**config.mk**
```make
export PLATFORM = sky130hd
export DESIGN_NAME = llist_dma_chan
export DESIGN_NICKNAME = d
export VERILOG_FILES = /design/src/rtl/lldma_pkg.sv /design/src/rtl/lldma_fifo.sv /design/src/rtl/lldma_irq.sv /design/src/rtl/llist_dma_chan.sv
export SDC_FILE = /design/constraint.sdc
export NUM_CORES = 1
export LEC_CHECK = 0
export CAP_MARGIN = 15
export CORE_AREA = 2 2 244 246
export DETAILED_ROUTE_END_ITERATION = 8
export DIE_AREA = 0 0 246 248
export DONT_BUFFER_PORTS = 1
export HOLD_SLACK_MARGIN = 0.06
export SLEW_MARGIN = 20
export SYNTH_ARGS = -nofsm -noshare
export SYNTH_HDL_FRONTEND = slang
export SYNTH_SLANG_ARGS = --single-unit
```
**constraint.sdc**
```tcl
create_clock -name clk -period 7.4 [get_ports clk]
set_input_delay 0 -clock clk [delete_from_list [all_inputs] [get_ports clk]]
set_output_delay 0 -clock clk [all_outputs]
set_load 0.02 [all_outputs]
```
**src/rtl/lldma_pkg.sv**
```systemverilog
package lldma_pkg;
   typedef enum logic [1:0] {CH_IDLE, CH_READ, CH_WRITE, CH_FETCH} ch_state_e;

   localparam int WID_LSB  = 12;
   localparam int SINC_BIT = 14;
   localparam int DINC_BIT = 15;
   localparam int BST_LSB  = 16;
   localparam int PACE_BIT = 18;

   localparam logic [2:0] RI_SRC = 3'd0;
   localparam logic [2:0] RI_DST = 3'd1;
   localparam logic [2:0] RI_NXT = 3'd2;
   localparam logic [2:0] RI_CTL = 3'd3;
   localparam logic [2:0] RI_CFG = 3'd4;
   localparam logic [2:0] RI_RAW = 3'd5;
   localparam logic [2:0] RI_CLR = 3'd6;
   localparam logic [2:0] RI_MSK = 3'd7;

   function automatic logic [2:0] unit_bytes(input logic [1:0] code);
      case (code)
         2'd0:    return 3'd1;
         2'd1:    return 3'd2;
         default: return 3'd4;
      endcase
   endfunction

   function automatic logic [3:0] burst_elems(input logic [1:0] code);
      case (code)
         2'd0:    return 4'd1;
         2'd1:    return 4'd4;
         default: return 4'd8;
      endcase
   endfunction
endpackage

```
**src/rtl/lldma_fifo.sv**
```systemverilog
module lldma_fifo #(
   parameter int W     = 32,
   parameter int DEPTH = 4
) (
   input  logic                       clk,
   input  logic                       rst_n,
   input  logic                       flush,
   input  logic                       push,
   input  logic [W-1:0]               wdata,
   input  logic                       pop,
   output logic [W-1:0]               rdata,
   output logic [$clog2(DEPTH+1)-1:0] count,
   output logic                       full
);
   localparam int PW = (DEPTH > 1) ? $clog2(DEPTH) : 1;
   localparam int CW = $clog2(DEPTH + 1);
   localparam bit POW2 = ((DEPTH & (DEPTH - 1)) == 0);

   logic [W-1:0]  store [DEPTH];
   logic [PW-1:0] wp, rp, wp_nx, rp_nx;

   generate
      if (POW2) begin : g_wrap_free
         assign wp_nx = wp + 1'b1;
         assign rp_nx = rp + 1'b1;
      end else begin : g_wrap_cmp
         assign wp_nx = (wp == PW'(DEPTH - 1)) ? '0 : wp + 1'b1;
         assign rp_nx = (rp == PW'(DEPTH - 1)) ? '0 : rp + 1'b1;
      end
   endgenerate

   assign rdata = store[rp];
   assign full  = (count == CW'(DEPTH));

   always_ff @(posedge clk or negedge rst_n) begin
      if (!rst_n) begin
         wp <= '0; rp <= '0; count <= '0;
      end else if (flush) begin
         wp <= '0; rp <= '0; count <= '0;
      end else begin
         if (push) wp <= wp_nx;
         if (pop)  rp <= rp_nx;
         case ({push, pop})
            2'b10:   count <= count + 1'b1;
            2'b01:   count <= count - 1'b1;
            default: count <= count;
         endcase
      end
   end

   always_ff @(posedge clk) begin
      if (push) store[wp] <= wdata;
   end
endmodule

```
**src/rtl/lldma_irq.sv**
```systemverilog
module lldma_irq #(
   parameter int N = 2
) (
   input  logic         clk,
   input  logic         rst_n,
   input  logic [N-1:0] set,
   input  logic [N-1:0] clr,
   input  logic [N-1:0] mask,
   output logic [N-1:0] raw,
   output logic [N-1:0] masked,
   output logic         irq
);
   always_ff @(posedge clk or negedge rst_n) begin
      if (!rst_n) raw <= '0;
      else        raw <= (raw & ~clr) | set;
   end

   assign masked = raw & mask;
   assign irq    = |masked;
endmodule

```
**src/rtl/llist_dma_chan.sv**
```systemverilog
module llist_dma_chan
   import lldma_pkg::*;
#(
   parameter int AW         = 32,
   parameter int DW         = 32,
   parameter int CNT_W      = 12,
   parameter int FIFO_DEPTH = 4
) (
   input  logic          clk,
   input  logic          rst_n,
   input  logic          reg_we,
   input  logic [4:0]    reg_addr,
   input  logic [31:0]   reg_wdata,
   output logic [31:0]   reg_rdata,
   output logic          mem_req,
   output logic          mem_we,
   output logic [AW-1:0] mem_addr,
   output logic [1:0]    mem_size,
   output logic [DW-1:0] mem_wdata,
   input  logic          mem_gnt,
   input  logic [DW-1:0] mem_rdata,
   input  logic          mem_err,
   input  logic          per_sreq,
   input  logic          per_breq,
   output logic          per_done,
   output logic          irq
);
   localparam int CW = $clog2(FIFO_DEPTH + 1);

   if (DW != 32)                    begin : g_bad_dw  $error("DW must be 32"); end
   if (AW < 8 || AW > 32)           begin : g_bad_aw  $error("AW out of range"); end
   if (CNT_W < 4 || CNT_W > 12)     begin : g_bad_cnt $error("CNT_W out of range"); end
   if (FIFO_DEPTH < 1)              begin : g_bad_dep $error("FIFO_DEPTH too small"); end

   ch_state_e      st;
   logic [AW-1:0]  src_q, dst_q, nxt_q, tmp_src, tmp_dst, tmp_nxt;
   logic [31:0]    ctl_q;
   logic [2:0]     cfg_q;
   logic [1:0]     fidx;
   logic [3:0]     grp_left;
   logic [CW-1:0]  bcnt, bcnt_nx, fifo_cnt;
   logic           done_q;

   logic [1:0]     wcode;
   logic [CNT_W-1:0] rem, blen_c;
   logic [3:0]     grp_burst;
   logic           paced;
   logic [AW-1:0]  src_step, dst_step;
   logic [DW-1:0]  elem_mask, fifo_rdata;
   logic           bus_ok, bus_err, fifo_push, fifo_pop, fifo_full, set_tc;
   logic [1:0]     irq_raw, irq_msk, irq_clr;
   logic [2:0]     reg_idx;

   assign reg_idx   = reg_addr[4:2];
   assign wcode     = ctl_q[WID_LSB +: 2];
   assign rem       = ctl_q[CNT_W-1:0];
   assign paced     = ctl_q[PACE_BIT];
   assign blen_c    = CNT_W'(burst_elems(ctl_q[BST_LSB +: 2]));
   assign grp_burst = (rem < blen_c) ? 4'(rem) : 4'(blen_c);
   assign src_step  = ctl_q[SINC_BIT] ? AW'(unit_bytes(wcode)) : '0;
   assign dst_step  = ctl_q[DINC_BIT] ? AW'(unit_bytes(wcode)) : '0;
   assign elem_mask = (wcode == 2'd0) ? DW'(32'h0000_00FF) :
                      (wcode == 2'd1) ? DW'(32'h0000_FFFF) : '1;
   assign bcnt_nx   = bcnt + 1'b1;

   assign mem_req   = (st != CH_IDLE);
   assign mem_we    = (st == CH_WRITE);
   assign mem_size  = (st == CH_FETCH) ? 2'd2 : wcode;
   assign mem_addr  = (st == CH_READ)  ? src_q :
                      (st == CH_WRITE) ? dst_q : nxt_q + AW'({fidx, 2'b00});
   assign mem_wdata = fifo_rdata & elem_mask;
   assign bus_ok    = mem_req & mem_gnt & ~mem_err;
   assign bus_err   = mem_req & mem_gnt & mem_err;
   assign fifo_push = (st == CH_READ)  & bus_ok;
   assign fifo_pop  = (st == CH_WRITE) & bus_ok;
   assign set_tc    = (fifo_pop && rem == CNT_W'(1) && nxt_q == '0) ||
                      (st == CH_IDLE && cfg_q[0] && rem == '0 && nxt_q == '0);
   assign irq_clr   = (reg_we && reg_idx == RI_CLR) ? reg_wdata[1:0] : 2'b00;
   assign per_done  = done_q;

   lldma_fifo #(.W(DW), .DEPTH(FIFO_DEPTH)) u_fifo (
      .clk(clk), .rst_n(rst_n), .flush(bus_err),
      .push(fifo_push), .wdata(mem_rdata & elem_mask),
      .pop(fifo_pop), .rdata(fifo_rdata), .count(fifo_cnt), .full(fifo_full)
   );

   lldma_irq #(.N(2)) u_irq (
      .clk(clk), .rst_n(rst_n), .set({bus_err, set_tc}), .clr(irq_clr),
      .mask(cfg_q[2:1]), .raw(irq_raw), .masked(irq_msk), .irq(irq)
   );

   always_comb begin
      case (reg_idx)
         RI_SRC:  reg_rdata = 32'(src_q);
         RI_DST:  reg_rdata = 32'(dst_q);
         RI_NXT:  reg_rdata = 32'(nxt_q);
         RI_CTL:  reg_rdata = ctl_q;
         RI_CFG:  reg_rdata = {29'd0, cfg_q};
         RI_RAW:  reg_rdata = {30'd0, irq_raw};
         RI_MSK:  reg_rdata = {30'd0, irq_msk};
         default: reg_rdata = '0;
      endcase
   end

   always_ff @(posedge clk or negedge rst_n) begin
      if (!rst_n) begin
         st <= CH_IDLE;
         src_q <= '0; dst_q <= '0; nxt_q <= '0; ctl_q <= '0; cfg_q <= '0;
         tmp_src <= '0; tmp_dst <= '0; tmp_nxt <= '0;
         fidx <= '0; grp_left <= '0; bcnt <= '0; done_q <= 1'b0;
      end else begin
         done_q <= 1'b0;
         if (reg_we) begin
            case (reg_idx)
               RI_SRC:  src_q <= AW'(reg_wdata);
               RI_DST:  dst_q <= AW'(reg_wdata);
               RI_NXT:  nxt_q <= AW'(reg_wdata);
               RI_CTL:  ctl_q <= reg_wdata;
               RI_CFG:  cfg_q <= reg_wdata[2:0];
               default: ;
            endcase
         end
         case (st)
            CH_IDLE: if (cfg_q[0]) begin
               if (rem != '0) begin
                  bcnt <= '0;
                  if (!paced || per_breq) begin
                     grp_left <= grp_burst; st <= CH_READ;
                  end else if (per_sreq) begin
                     grp_left <= 4'd1; st <= CH_READ;
                  end
               end else if (nxt_q != '0) begin
                  fidx <= '0; st <= CH_FETCH;
               end else begin
                  cfg_q[0] <= 1'b0;
               end
            end
            CH_READ: if (bus_err) begin
               cfg_q[0] <= 1'b0; st <= CH_IDLE;
            end else if (bus_ok) begin
               src_q <= src_q + src_step;
               bcnt  <= bcnt_nx;
               if (32'(bcnt_nx) == 32'(grp_left) || 32'(bcnt_nx) == FIFO_DEPTH)
                  st <= CH_WRITE;
            end
            CH_WRITE: if (bus_err) begin
               cfg_q[0] <= 1'b0; st <= CH_IDLE;
            end else if (bus_ok) begin
               dst_q <= dst_q + dst_step;
               ctl_q[CNT_W-1:0] <= rem - 1'b1;
               grp_left <= grp_left - 1'b1;
               if (grp_left == 4'd1) begin
                  done_q <= paced;
                  if (rem == CNT_W'(1) && nxt_q != '0) begin
                     fidx <= '0; st <= CH_FETCH;
                  end else begin
                     st <= CH_IDLE;
                     if (rem == CNT_W'(1)) cfg_q[0] <= 1'b0;
                  end
               end else if (fifo_cnt == CW'(1)) begin
                  bcnt <= '0; st <= CH_READ;
               end
            end
            CH_FETCH: if (bus_err) begin
               cfg_q[0] <= 1'b0; st <= CH_IDLE;
            end else if (bus_ok) begin
               fidx <= fidx + 1'b1;
               case (fidx)
                  2'd0: tmp_src <= AW'(mem_rdata);
                  2'd1: tmp_dst <= AW'(mem_rdata);
                  2'd2: tmp_nxt <= AW'(mem_rdata);
                  default: begin
                     src_q <= tmp_src; dst_q <= tmp_dst; nxt_q <= tmp_nxt;
                     ctl_q <= 32'(mem_rdata);
                     st <= CH_IDLE;
                  end
               endcase
            end
            default: st <= CH_IDLE;
         endcase
      end
   end
endmodule

```
After elaboration in Yosys (flattened, before gate mapping)
Memories as Yosys holds them, arrays and structs flattened.
Cells that the tools add are included.

word-level totals
  RAM bits = 128
  register bits after elaboration = 248
  input port bits = 76
  output and inout port bits = 102
  memories = 1
  word-level logic and storage cells = 236

operators by class
  equality and inequality tests = 44
  $lt $le $gt $ge = 1
  reduce and logical (&&, ||, !) cells = 38
  mux-type cells = 110
  bitwise gates (word level) = 13
  add/subtract/negate cells = 11

memories
  memory        depth  width  read ports  clocked after Yosys merged registers in  wr ports  line              source
  u_fifo.store  4      32     1           0                                        1         lldma_fifo.sv:19  logic [W-1:0] store [DEPTH];

operators by type and width
  cell                                                                      number
  32-bit 2-to-1 mux                                                         29
  32-bit case mux with 7 select lines                                       1
  32-bit case mux with 2 select lines                                       2
  32-bit by 3-bit adder with 32-bit output                                  2
  32-bit AND                                                                2
  2-bit 2-to-1 mux                                                          31
  3-bit 2-to-1 mux                                                          11
  32-bit by 4-bit adder with 32-bit output                                  1
  32-bit logical NOT                                                        1
  32-bit nonzero test                                                       1
  4-bit 2-to-1 mux                                                          7
  12-bit 2-to-1 mux                                                         2
  12-bit case mux with 2 select lines                                       1
  20-bit 2-to-1 mux                                                         1
  9-bit AND reduction                                                       2
  1-bit 2-to-1 mux                                                          17
  2-bit inequality test (second input constant)                             8
  4-bit case mux with 2 select lines                                        2
  3-bit equality test (second input constant)                               5
  12-bit by 1-bit equality test with 1-bit output (second input constant)   1
  12-bit logical NOT                                                        1
  12-bit by 4-bit less-than comparator with 1-bit output                    1
  2-bit by 1-bit inequality test with 1-bit output (second input constant)  6
  3-bit case mux with 2 select lines                                        2
  39 further kinds                                                          80

Longest topological paths before layout
  word-level depth = 9
  depth in mapped cells = 12
  gate-level depth less buffers = 11

Cells and area by module
A second synthesis with hierarchy kept.

second synthesis, totals
  cells, all modules = 1890
  area total of the unflattened synthesis = 20374.5 um2

modules (own cells, without submodules)
  module          sequential area each (um2)  instances  cells each  area each (um2)
  llist_dma_chan  5980.7                      1          1673        15189.6
  lldma_fifo      4018.9                      1          208         5089.9
  lldma_irq       50.0                        1          9           95.1

Worst setup path after synthesis
No wires, ideal clock.

  path type = reg-to-reg
  from = reg ctl_q[12]
  to = reg src_q[24]
  buffers on the path = 1
  library setup time = 83 ps
  setup slack = 4447 ps
  arrival time = 2871 ps
  stages on the path, launching flop included = 13
  period minus slack after synthesis = 2953 ps
  required time = 7317 ps
  path through = dfrtp_1 > nor2_1 > clkbuf_1 > and2_1 > ha_1 > inv_1 > fa_1 > nor2b_1 > o21bai_1 > nor4b_2 > nand3_1 > xor2_1 > o21ai_0

between the ends
  word-level cells in the longest chain between the ends = 7
  elaborated cells on any way between the ends = 8
  classes of those cells = add/sub (1); eq/ne (1); mux (5); reduce/logical (1)

RTL lines
  what                                                                                 line                   source
  start: declaration                                                                   llist_dma_chan.sv:37   logic [31:0] ctl_q;
  start signal: assignment                                                             llist_dma_chan.sv:118  RI_CTL: ctl_q <= reg_wdata;
  start signal: indexed assignment                                                     llist_dma_chan.sv:150  ctl_q[CNT_W-1:0] <= rem - 1'b1;
  start signal: assignment                                                             llist_dma_chan.sv:174  ctl_q <= 32'(mem_rdata);
  2-bit by 1-bit equality test with 1-bit output or 2-bit logical NOT (tied branches)  lldma_pkg.sv:20        case (code)
  3-bit case mux with 2 select lines (*)                                               lldma_pkg.sv:20
  3-bit 2-to-1 mux (*)                                                                 llist_dma_chan.sv:60   assign src_step = ctl_q[SINC_BIT] ? AW'(unit_bytes(wcode)) : '0;
  32-bit by 3-bit adder with 32-bit output (*)                                         llist_dma_chan.sv:141  src_q <= src_q + src_step;
  32-bit 2-to-1 mux (*)                                                                llist_dma_chan.sv:140  end else if (bus_ok) begin
  32-bit 2-to-1 mux (*)                                                                llist_dma_chan.sv:138  CH_READ: if (bus_err) begin
  32-bit case mux with 2 select lines (*)                                              llist_dma_chan.sv:123  case (st)
  end signal: assignment                                                               llist_dma_chan.sv:115  RI_SRC: src_q <= AW'(reg_wdata);
  end signal: assignment                                                               llist_dma_chan.sv:141
  end signal: assignment                                                               llist_dma_chan.sv:173  src_q <= tmp_src; dst_q <= tmp_dst; nxt_q <= tmp_nxt;
  end: declaration                                                                     llist_dma_chan.sv:36   logic [AW-1:0] src_q, dst_q, nxt_q, tmp_src, tmp_dst, tmp_nxt;

Mark *: on every way between the ends. The rest lies on a longest branch, timed or not.
A chain may end at the register's enable or synchronous reset.

Worst setup path in the final report
  from = reg nxt_q[2]
  to = out mem_addr[24]

between the ends
  word-level cells in the longest chain between the ends = 3

RTL lines
  what                                      line                   source
  start: declaration                        llist_dma_chan.sv:36
  start signal: assignment                  llist_dma_chan.sv:117  RI_NXT: nxt_q <= AW'(reg_wdata);
  start signal: assignment                  llist_dma_chan.sv:173
  32-bit by 4-bit adder with 32-bit output  llist_dma_chan.sv:70   (st == CH_WRITE) ? dst_q : nxt_q + AW'({fidx, 2'b00});
  32-bit 2-to-1 mux                         llist_dma_chan.sv:70
  32-bit 2-to-1 mux                         llist_dma_chan.sv:69   assign mem_addr = (st == CH_READ) ? src_q :
  end: declaration                          llist_dma_chan.sv:17   output logic [AW-1:0] mem_addr,

Every way passes these cells.

==> results.yml <==
finish:
  syn_to_final_growth_pct: 15.5
  drive_above_1_share_pct: 14.0
  final_cell_mix: "247 x dfrtp_1, 240 x nand2_1, 128 x o21ai_0, 128 x edfxtp_1, 108 x mux2i_1"
  mostFrequentLayoutCell: "dfrtp_1"
  nNetsFinal: 1997
route:
  drc: 0
  postRouteAntennaNets: 0
  via_count: 15600
  dr.pass1.iters: 7
  totalWireLength_mm: 70.3
  wl_per_cell_um: 26.0
  viasPerCell: 5.79
  drt_iter0_drc: 1905
status:
  status: "finished, final reports clean"
power:
  leakage_nw: 9.13
  total_power_mw: 8.01
  power.density_nw_per_um2: 344
  max-vdd-ir-drop_mv: 0.191
global_route:
  grt_remaining_overflow: 0
  grt_max_degree: 249
  antenna_found_initial: 7
  grt_usage_pct: 22.9
  grt_pass1_vias: 15200
  grt_pass1_wl_mm: 103
timing:
  max-slew-margin-rel_pct: 21.2
  rsz0062_at_grt: "no"
  fin_skew_ns: 0.0392
  post-route-worst-setup-slack_ns: 3.26
  layout_min_cycle_time_ns: 4.14
  setup_viol: 0
  tightest_slew_ns: 1.17
  drv_slew: 0
  finalHoldViolCount: 0
  timing.setup.tns_ns: 0
  timing.fmax_ghz: 0.242
  finalCritPeriodShare_pct: 55.9
place:
  io_buffers: 0
  gp_congestion: 0.905
  hpwlAfterDp_mm: 44.9
  post-place-ws_ns: 3.71
clock_tree:
  cts.sinks: 376
  post_cts_resize_count: 0
  cts_root_buf: "clkbuf_16"
  numCtsBuffers: 44
  insertion_delay_ns: 0.60
  cts_tree: "done"
  clk_pin_slew_ns: 0.06
  htree_num_levels: 2
  clk_path_buf_depth: 3
setup_path:
  cp-end-kind: "output pin"
  r2r_start: "st[0]"
  reg2reg_depth: 9
  critPathLaunchType: "register"
  cp-startpoint: "nxt_q[2]"
  arrival_ns: 4.14
  cp.required_ns: 7.40
  crit_type: "register to output pin"
  cp_max_fo: 8
logic_synthesis:
  async_flop_share_pct: 66.0
  synth_compound_area_share_pct: 12.4
  synth_top_flop_cell: "dfrtp_1"
  syn_avg_cell_area_um2: 10.9
  synthMuxAreaShare_pct: 14.6
  synth_top_family_by_area: "multiplexers"
  synthAdderAreaFrac_pct: 2.28
  synthSimpleGateAreaFrac_pct: 13.0
  yosys_warnings: 0
  synthesis.nets: 1959
  synthCells: 1848
  yosys_register_bits: 376
  synth-edff-count: 128
  yosysSeqAreaShare_pct: 49.8
  syn_area_um2: 20200
  ys_types: 72
  synth-xor-area-share_pct: 4.34
floorplanning:
  start_util_pct: 34.5
  die_h_um: 248
  dieArea_um2: 61000
  core_um2: 58500
  top_level_ports: 178
  die_x_um: 246
  row_count: 89
hold_path:
  min_path_type: "input pin to register"
  hp-start: "reg_addr[2]"
  whs_path_depth: 5
run:
  max-cap-violations: 0
[Yosys cell counts, types with 32 or more instances]
cell type	instances	area (µm²)
edfxtp_1	128	3840
o21ai_0	130	651
a221o_1	32	320
xnor2_1	32	280
xor2_1	68	596
nand3_1	39	195
nand2_1	241	905
inv_1	33	124
clkbuf_1	93	349
mux4_2	32	721
mux2i_1	108	1080
nor2_1	70	263
o221ai_1	36	315
dfrtp_1	248	6210
ha_1	32	400
a21oi_1	100	500
mux2_2	102	1150
and2_1	44	275
[per-stage QoR]
step / std cells / hold WS (ns) / util, % / area, µm²
after floorplan: 1848 / -0.296 / - / 20200
after global placement: 2512 / -0.287 / 35.6 / 20800
after detailed placement: 2512 / -0.286 / 35.6 / 20800
after CTS: 2690 / 0.0644 / 39.7 / 23200
after global routing: 2699 / 0.0991 / 39.9 / 23300
final: 2701 / 0.0838 / 39.9 / 23300
[path summary, 6_finish.rpt]
path,slack (ns),end
worst min register to register,0.47,nxt_q[14]
worst max-delay path,3.26,mem_addr[24]
max in group asynchronous,5.51,tmp_src[8]
worst min-delay path,0.08,cfg_q[0]
min in group asynchronous,0.44,bcnt[2]
worst max register to register,3.36,ctl_q[29]
[logic make-up after synthesis]
| group | after synthesis |
|---|---|
| AOI/OAI and AO/OA | 385 |
| adders and majority gates | 35 |
| and+or+nand+nor | 540 |
| xor gates and xnor gates | 100 |
| DFF | 376 |
| buffers and inverters | 170 |
| muxes | 242 |
[registers in the layout, indices dropped and copies added, names as in the netlist]
name          flops
bcnt              3
cfg_q             3
ctl_q            32
dst_q            32
fidx              2
grp_left          4
nxt_q            32
per_done          1
src_q            32
st                2
tmp_dst          32
tmp_nxt          32
tmp_src          32
u_fifo.count      3
u_fifo.rp         2
u_fifo.store    128
u_fifo.wp         2
u_irq.raw         2
[report_power, final]
part           leakage [nW]  total, mW  switching (mW)  internal, mW
Combinational          4.09       2.56            1.56         0.999
Sequential             4.35       3.31           0.660          2.65
Clock                 0.682       2.14           0.901          1.24
Total                  9.13       8.01            3.13          4.89
[layout make-up]
type                            count  area, µm²
Fill cell                        5574      35200
Sequential cell                   376      10100
Antenna cell                        7       17.5
Clock buffer                       63       1240
Clock inverter                     18        153
Tap cell                          773        967
Multi-Input combinational cell   1302       9470
Timing Repair Buffer              127       1280
Inverter                           35        131
[routing by layer]
| layer | part of all wire (%) | track usage, % |
|---|---|---|
| met1 | 39 | 28.4 |
| met2 | 47 | 37.6 |
| met3 | 10 | 6.86 |
| met4 | 3.6 | 8.24 |
| met5 | 0.018 | 0 |
[critical path, stage by stage, from the launching register on]
cell     delay, ns
dfrtp_1       0.46
ha_1          0.23
inv_1         0.06
fa_1          0.46
and4b_1       0.29
nand4_1       0.47
nor3_1        0.39
xor2_1        0.18
nor2_1        0.06
o31ai_1       0.98
[repair_timing]
item | CTS | global route
endpoints found under the hold margin | 618 | 3
hold buffers | 97 | 1
endpoints found under the setup margin | 0 | 0
setup buffers | 0 | 0
No activity file was read; power rests on OpenSTA's default activity.
